### config.mk
export PLATFORM = sky130hd
export DESIGN_NAME = lvt_timer
export DESIGN_NICKNAME = d
export VERILOG_FILES = /design/src/rtl/lvt_timer_pkg.sv /design/src/rtl/lvt_timer_regs.sv /design/src/rtl/lvt_timer_presc.sv /design/src/rtl/lvt_timer_count.sv /design/src/rtl/lvt_timer.sv
export SDC_FILE = /design/constraint.sdc
export NUM_CORES = 1
export LEC_CHECK = 0
export BUFFER_PORTS_ARGS = -buffer_cell sky130_fd_sc_hd__buf_2
export CAP_MARGIN = 40
export CORE_MARGIN = 4
export CORE_UTILIZATION = 45
export CTS_BUF_LIST = sky130_fd_sc_hd__clkbuf_8 sky130_fd_sc_hd__clkbuf_16
export CTS_CLUSTER_DIAMETER = 80
export DETAILED_ROUTE_END_ITERATION = 16
export HOLD_SLACK_MARGIN = 0.02
export PLACE_DENSITY = 0.7
export SLEW_MARGIN = 10
export SYNTH_ARGS = -nofsm -noshare
export SYNTH_HDL_FRONTEND = slang
export SYNTH_HIERARCHICAL = 1
export SYNTH_SLANG_ARGS = --single-unit
### constraint.sdc
create_clock -name clk -period 4.3 [get_ports clk]
set_clock_uncertainty 0.05 [all_clocks]
set_input_delay 0.645 -clock clk [delete_from_list [all_inputs] [get_ports clk]]
set_output_delay 0.645 -clock clk [all_outputs]
set_load 0.01 [all_outputs]
### src/rtl/lvt_timer_pkg.sv
package lvt_timer_pkg;

    localparam int unsigned VEC_W = 8;

    // Word indices (byte offset / 4)
    localparam logic [7:0] WIDX_CTRL  = 8'hC8;
    localparam logic [7:0] WIDX_START = 8'hE0;
    localparam logic [7:0] WIDX_LIVE  = 8'hE4;
    localparam logic [7:0] WIDX_PRESC = 8'hF8;

    typedef enum logic [2:0] {
        SEL_NONE,
        SEL_CTRL,
        SEL_START,
        SEL_LIVE,
        SEL_PRESC
    } reg_sel_e;

    typedef struct packed {
        logic             repeat_mode;
        logic             suppress;
        logic [VEC_W-1:0] vector;
    } ctrl_entry_t;

    typedef logic [2:0] presc_code_t;

    localparam ctrl_entry_t CTRL_RESET = '{repeat_mode: 1'b0, suppress: 1'b1, vector: '0};

    function automatic reg_sel_e decode_index(input logic [7:0] idx);
        case (idx)
            WIDX_CTRL:  return SEL_CTRL;
            WIDX_START: return SEL_START;
            WIDX_LIVE:  return SEL_LIVE;
            WIDX_PRESC: return SEL_PRESC;
            default:    return SEL_NONE;
        endcase
    endfunction

    // Ratio for a prescaler code: 7 -> 1, otherwise 2 << code
    function automatic logic [7:0] presc_ratio(input presc_code_t c);
        if (c == 3'b111) return 8'd1;
        return 8'd2 << c;
    endfunction

    function automatic presc_code_t word_to_code(input logic [31:0] w);
        return {w[3], w[1], w[0]};
    endfunction

    function automatic logic [31:0] code_to_word(input presc_code_t c);
        return {28'd0, c[2], 1'b0, c[1], c[0]};
    endfunction

    function automatic ctrl_entry_t word_to_ctrl(input logic [31:0] w);
        ctrl_entry_t e;
        e.repeat_mode = w[17];
        e.suppress    = w[16];
        e.vector      = w[VEC_W-1:0];
        return e;
    endfunction

    function automatic logic [31:0] ctrl_to_word(input ctrl_entry_t e);
        return {14'd0, e.repeat_mode, e.suppress, 8'd0, e.vector};
    endfunction

endpackage

### src/rtl/lvt_timer_regs.sv
module lvt_timer_regs
    import lvt_timer_pkg::*;
#(
    parameter int unsigned DATA_W = 32,
    parameter int unsigned CNT_W  = 32,
    parameter int unsigned ADDR_W = 8
) (
    input  logic              clk,
    input  logic              rst,
    input  logic              bus_wr,
    input  logic [ADDR_W-1:0] bus_addr,
    input  logic [DATA_W-1:0] bus_wdata,
    input  logic [CNT_W-1:0]  live_cnt,
    output logic [DATA_W-1:0] bus_rdata,
    output ctrl_entry_t       ctrl,
    output presc_code_t       presc_code,
    output logic [CNT_W-1:0]  start_val,
    output logic              load,
    output logic [CNT_W-1:0]  load_val
);

    reg_sel_e    sel;
    ctrl_entry_t ctrl_q;
    presc_code_t code_q;
    logic [CNT_W-1:0] start_q;
    logic [31:0] wword;

    assign sel      = decode_index(8'(bus_addr));
    assign wword    = 32'(bus_wdata);
    assign load     = bus_wr && (sel == SEL_START);
    assign load_val = bus_wdata[CNT_W-1:0];

    always_ff @(posedge clk) begin
        if (rst) begin
            ctrl_q  <= CTRL_RESET;
            code_q  <= '0;
            start_q <= '0;
        end else if (bus_wr) begin
            case (sel)
                SEL_CTRL:  ctrl_q  <= word_to_ctrl(wword);
                SEL_PRESC: code_q  <= word_to_code(wword);
                SEL_START: start_q <= bus_wdata[CNT_W-1:0];
                default:   ;
            endcase
        end
    end

    always_comb begin
        case (sel)
            SEL_CTRL:  bus_rdata = DATA_W'(ctrl_to_word(ctrl_q));
            SEL_PRESC: bus_rdata = DATA_W'(code_to_word(code_q));
            SEL_START: bus_rdata = DATA_W'(start_q);
            SEL_LIVE:  bus_rdata = DATA_W'(live_cnt);
            default:   bus_rdata = '0;
        endcase
    end

    assign ctrl       = ctrl_q;
    assign presc_code = code_q;
    assign start_val  = start_q;

    // reserved bits of the control entry always read as zero
    a_r1_ctrl_reserved_zero: assert property (@(posedge clk) disable iff (rst)
        (sel == SEL_CTRL) |-> (bus_rdata[31:18] == '0 && bus_rdata[15:8] == '0));

endmodule

### src/rtl/lvt_timer_presc.sv
module lvt_timer_presc
    import lvt_timer_pkg::*;
#(
    parameter int unsigned PRE_W = 7
) (
    input  logic        clk,
    input  logic        rst,
    input  logic        clear,
    input  logic        run,
    input  presc_code_t code,
    output logic        tick
);

    localparam int unsigned CMP_W = (PRE_W + 1 > 8) ? PRE_W + 1 : 8;

    logic [PRE_W-1:0] pre_q;
    logic [7:0]       ratio;
    logic [CMP_W-1:0] limit;

    assign ratio = presc_ratio(code);
    assign limit = CMP_W'(ratio) - CMP_W'(1);
    assign tick  = run && !clear && (CMP_W'(pre_q) >= limit);

    always_ff @(posedge clk) begin
        if (rst || clear || tick || !run) pre_q <= '0;
        else                              pre_q <= pre_q + 1'b1;
    end

    // with a ratio above 1 two ticks are never adjacent
    a_r4_tick_spacing: assert property (@(posedge clk) disable iff (rst)
        (tick && ratio > 8'd1) |=> (!tick || ratio == 8'd1));

    // at ratio 1 a running counter ticks every cycle
    a_r4_div1_every_cycle: assert property (@(posedge clk) disable iff (rst)
        (run && !clear && ratio == 8'd1) |-> tick);

endmodule

### src/rtl/lvt_timer_count.sv
module lvt_timer_count
    import lvt_timer_pkg::*;
#(
    parameter int unsigned CNT_W = 32
) (
    input  logic             clk,
    input  logic             rst,
    input  logic             load,
    input  logic [CNT_W-1:0] load_val,
    input  logic [CNT_W-1:0] start_val,
    input  logic             tick,
    input  ctrl_entry_t      ctrl,
    output logic [CNT_W-1:0] cnt,
    output logic             irq_valid,
    output logic [VEC_W-1:0] irq_vector
);

    logic [CNT_W-1:0] cnt_q;
    logic             expire;

    assign expire = !load && tick && (cnt_q == CNT_W'(1));

    always_ff @(posedge clk) begin
        if (rst) begin
            cnt_q      <= '0;
            irq_valid  <= 1'b0;
            irq_vector <= '0;
        end else begin
            irq_valid <= expire && !ctrl.suppress;
            if (expire) irq_vector <= ctrl.vector;
            if (load) begin
                cnt_q <= load_val;
            end else if (tick && cnt_q != '0) begin
                if (expire) cnt_q <= ctrl.repeat_mode ? start_val : '0;
                else        cnt_q <= cnt_q - 1'b1;
            end
        end
    end

    assign cnt = cnt_q;

    // a request follows only a count of 1
    a_r5_fire_from_one: assert property (@(posedge clk) disable iff (rst)
        irq_valid |-> ($past(cnt_q) == CNT_W'(1)));

    // no request while suppressed
    a_r8_suppressed: assert property (@(posedge clk) disable iff (rst)
        irq_valid |-> !$past(ctrl.suppress));

    // repeat mode reloads the stored start value at expiry
    a_r6_reload: assert property (@(posedge clk) disable iff (rst)
        (irq_valid && $past(ctrl.repeat_mode)) |-> (cnt_q == start_val));

    // an idle counter stays at zero until loaded
    a_r7_park_zero: assert property (@(posedge clk) disable iff (rst)
        (cnt_q == '0 && !load) |=> (cnt_q == '0));

    // without a tick or a load the count holds
    a_r10_hold: assert property (@(posedge clk) disable iff (rst)
        (!load && !tick) |=> $stable(cnt_q));

    // the live count never exceeds the stored start value
    a_r3_bound: assert property (@(posedge clk) disable iff (rst)
        cnt_q <= start_val);

endmodule

### src/rtl/lvt_timer.sv
module lvt_timer
    import lvt_timer_pkg::*;
#(
    parameter int unsigned DATA_W = 32,
    parameter int unsigned CNT_W  = 32,
    parameter int unsigned ADDR_W = 8,
    parameter int unsigned PRE_W  = 7
) (
    input  logic              clk,
    input  logic              rst,
    input  logic              bus_wr,
    input  logic [ADDR_W-1:0] bus_addr,
    input  logic [DATA_W-1:0] bus_wdata,
    output logic [DATA_W-1:0] bus_rdata,
    output logic              irq_valid,
    output logic [VEC_W-1:0]  irq_vector
);

    ctrl_entry_t      ctrl;
    presc_code_t      presc_code;
    logic [CNT_W-1:0] start_val;
    logic [CNT_W-1:0] load_val;
    logic [CNT_W-1:0] live_cnt;
    logic             load;
    logic             tick;
    logic             run;

    assign run = (live_cnt != '0);

    lvt_timer_regs #(.DATA_W(DATA_W), .CNT_W(CNT_W), .ADDR_W(ADDR_W)) u_regs (
        .clk        (clk),
        .rst        (rst),
        .bus_wr     (bus_wr),
        .bus_addr   (bus_addr),
        .bus_wdata  (bus_wdata),
        .live_cnt   (live_cnt),
        .bus_rdata  (bus_rdata),
        .ctrl       (ctrl),
        .presc_code (presc_code),
        .start_val  (start_val),
        .load       (load),
        .load_val   (load_val)
    );

    lvt_timer_presc #(.PRE_W(PRE_W)) u_presc (
        .clk   (clk),
        .rst   (rst),
        .clear (load),
        .run   (run),
        .code  (presc_code),
        .tick  (tick)
    );

    lvt_timer_count #(.CNT_W(CNT_W)) u_count (
        .clk        (clk),
        .rst        (rst),
        .load       (load),
        .load_val   (load_val),
        .start_val  (start_val),
        .tick       (tick),
        .ctrl       (ctrl),
        .cnt        (live_cnt),
        .irq_valid  (irq_valid),
        .irq_vector (irq_vector)
    );

    // a zero load leaves nothing running
    a_r9_zero_stops: assert property (@(posedge clk) disable iff (rst)
        (load && load_val == '0) |=> (!run && !tick));

endmodule

==> out/results.txt <==
Syn-to-layout area delta = 7.37%
WL per Instance = 21.3 µm
Arr. time, crit path = 4.12 ns
Setup WS pre-CTS = 0.525 ns
boundary pin count = 84
cts bufs inserted = 9
# Post-CTS Setup Buffers = 0
Syn. warnings = 6
CTS Root Buffer Type = clkbuf_16
first-pass GRT wire length = 32,900 µm
largest net degree at the start of global routing = 65
Main synth FF type = dfxtp_1
Worst Path Required = 4.53 ns
number of diodes = 0
HPWL after DPL = 14,600 µm
post-synthesis instance total = 787
WS Path Type = register to register
crit-path max FO = 38
CTS Sinks = 93
Final ANT Viol Nets = 0
sequential area share after synthesis = 28.8%
Synth Register Bits = 93
FMAX = 257 MHz
Syn Area/Cell = 8.22 µm²
Slew @ Worst Pin = 1.02 ns
cts hold-fix bufs = 0
maximum vdd drop = 0.279 mV
unrepaired setup endpoints after global routing = no
Cell Area, Synth = 0.00647 mm²
die area = 0.0164 mm²
Setup Viol. Count Final = 0
critical path capture point type = register
result of the run = completed
clock-pin slew on the worst setup and hold paths = 0.07 ns
max-cap viol count = 0
Worst Hold Class = register to register
final core occ = 49.7%
GP Congestion = 0.976
Power per Cell Area = 544 mW/mm²
Die Y = 128 µm
final setup margin = 0.408 ns
period utilization = 90.5%
PortBufs = 83
final hold violation count = 0
Layout Nets = 850
drt via density = 6.65
FP Rows = 43
reg2reg setup slack = 0.41 ns
1st-pass router iterations = 7
residual overflow from global routing = 0
final wirelength = 20,900 µm
post-synthesis cell type count = 70
die span in x = 128 µm
HP Start = u_count/irq_vector[3]
PostCTS Resize Cnt = 0
Reg2Reg Launch Point = u_regs/presc_code[2]
TNS Setup = 0 ns
layout cells sized above 1 = 19.1%
final count of pins violating max slew = 0
vias in the first global route = 5,890
Initial DRC Count = 823
Clock Path Buffers = 2
EDFF count, synth = 0
core box area = 0.0140 mm²
htree depth = 3
antenna violations before repair = 0
Starting Density = 46.3%
Min Hold Slack = 0.402 ns
Crit. Startpoint = u_regs/presc_code[2]
clk_lat worst skew = 0.35 ns
CP startpoint kind = register
ys async rst share = 0%
CTS tree = built
Static Leak = 2.60 nW
Slew Limit Headroom = 31.7%
minimum clock period = 3.89 ns
syn nets = 840
vias = 6,531
GRT Total Usage = 25.1%
Post-route DRC = 0
==> where the power goes <==
group	switching (mW)	internal, mW
Clock	0.369	0.413
Sequential	0.189	0.954
Combinational	1.14	0.715
Total	1.70	2.08
==> state kept, by name, summed over array words and instances, names as in the netlist <==
register and flops:
u_count/cnt 32, u_regs/presc_code 3, u_presc/pre_q 7, u_regs/start_val 32, u_regs/ctrl 10, u_count/irq_vector 8, u_count/irq_valid 1
==> worst max-delay path, stage by stage, from the launching register on <==
cell,delay [ns]
dfxtp_1,0.49
nand3_1,0.17
o21ai_0,0.14
ha_1,0.26
o21a_1,0.14
nor2_1,0.05
or3_1,0.35
a21oi_1,0.19
nor2b_1,0.35
nand3_1,0.24
nor4_4,0.27
buf_4,0.44
nand3_1,0.14
a311o_1,0.39
a21oi_1,0.12
==> worst paths after layout <==
| kind | endpoint | cells after the start |
|---|---|---|
| max | u_count/cnt[7] | 14 |
| min | u_count/irq_vector[3] | 2 |
| max reg2reg | u_count/cnt[7] | 14 |
| min reg2reg | u_count/irq_vector[3] | 2 |
==> per-stage QoR <==
stage                     instance area [µm²]  cells  power [mW]
after floorplan                          6470    787        2.48
after global placement                   6640    965        2.93
after detailed placement                 6660    966        2.92
after CTS                                6950    982        3.71
after global routing                     6950    982        3.98
final                                    6950    982        3.78
==> logic make-up after synthesis <==
group,Yosys count,share of synthesized area [%]
compound gates,256,29.3
xor+xnor,25,3.38
fa+ha+maj,10,1.93
buf+inv,123,10.8
flops,93,28.8
mux,11,1.70
simple gates,269,24.0
==> synth_stat cells (11+ instances only) <==
master,number,area [µm²]
dfxtp_1,93,1860
a21oi_1,88,440
nand2_1,58,218
buf_4,42,315
nand4_1,42,263
clkbuf_1,36,135
nor2_1,35,131
a22o_1,26,228
nand3_1,23,115
nor4_1,20,125
o21ai_0,20,100
o41ai_1,20,175
inv_1,19,71.3
buf_2,18,90.1
nand2b_1,18,113
o31ai_1,15,113
xor2_1,14,123
and3_1,12,75.1
mux2i_1,11,110
nor3_1,11,55.1
xnor2_1,11,96.3
==> metal layers <==
metal / global-route usage, % / part of all wire (%) / vias up
li1: - / - / 3016
met1: 37.6 / 44 / 3109
met2: 35.6 / 43 / 371
met3: 5.25 / 11 / 35
met4: 8.55 / 2.3 / 0
met5: 0 / 0 / -
==> area by class of cell <==
type	instances	area (µm²)
fillers	1399	7040
inverters	19	71.3
clock inverters	6	45.0
clock buffers	10	239
flip-flops and latches	93	1860
multi-input cells	571	3920
well taps	180	225
repair buffers	103	586
==> cell usage in the layout (no fill, tap or decap), drive strengths merged, types with 4 or more instances in the layout <==
master  netlist  routed
nor2         35      35
inv          19      21
a21oi        89      89
o31ai        16      16
or3           8       8
a21o          4       4
o41ai        30      30
nand2b       18      18
a221o        10      10
or3b          6       6
clkinv        0       4
o21a          4       4
ha           10      10
nor4         25      25
a311oi        5       5
a221oi        6       6
buf          68     103
a22o         26      26
and2          4       4
nand2        58      58
xor2         14      14
nand4        42      42
mux2i        11      11
a31oi        10      10
nand3        23      23
o21ai        20      20
clkbuf       36      10
xnor2        11      11
and3         13      13
a311o         4       4
or4           6       6
a211oi        7       7
nor2b         5       5
nor3         11      11
dfxtp        93      93
(Power assumes the default switching activity.)
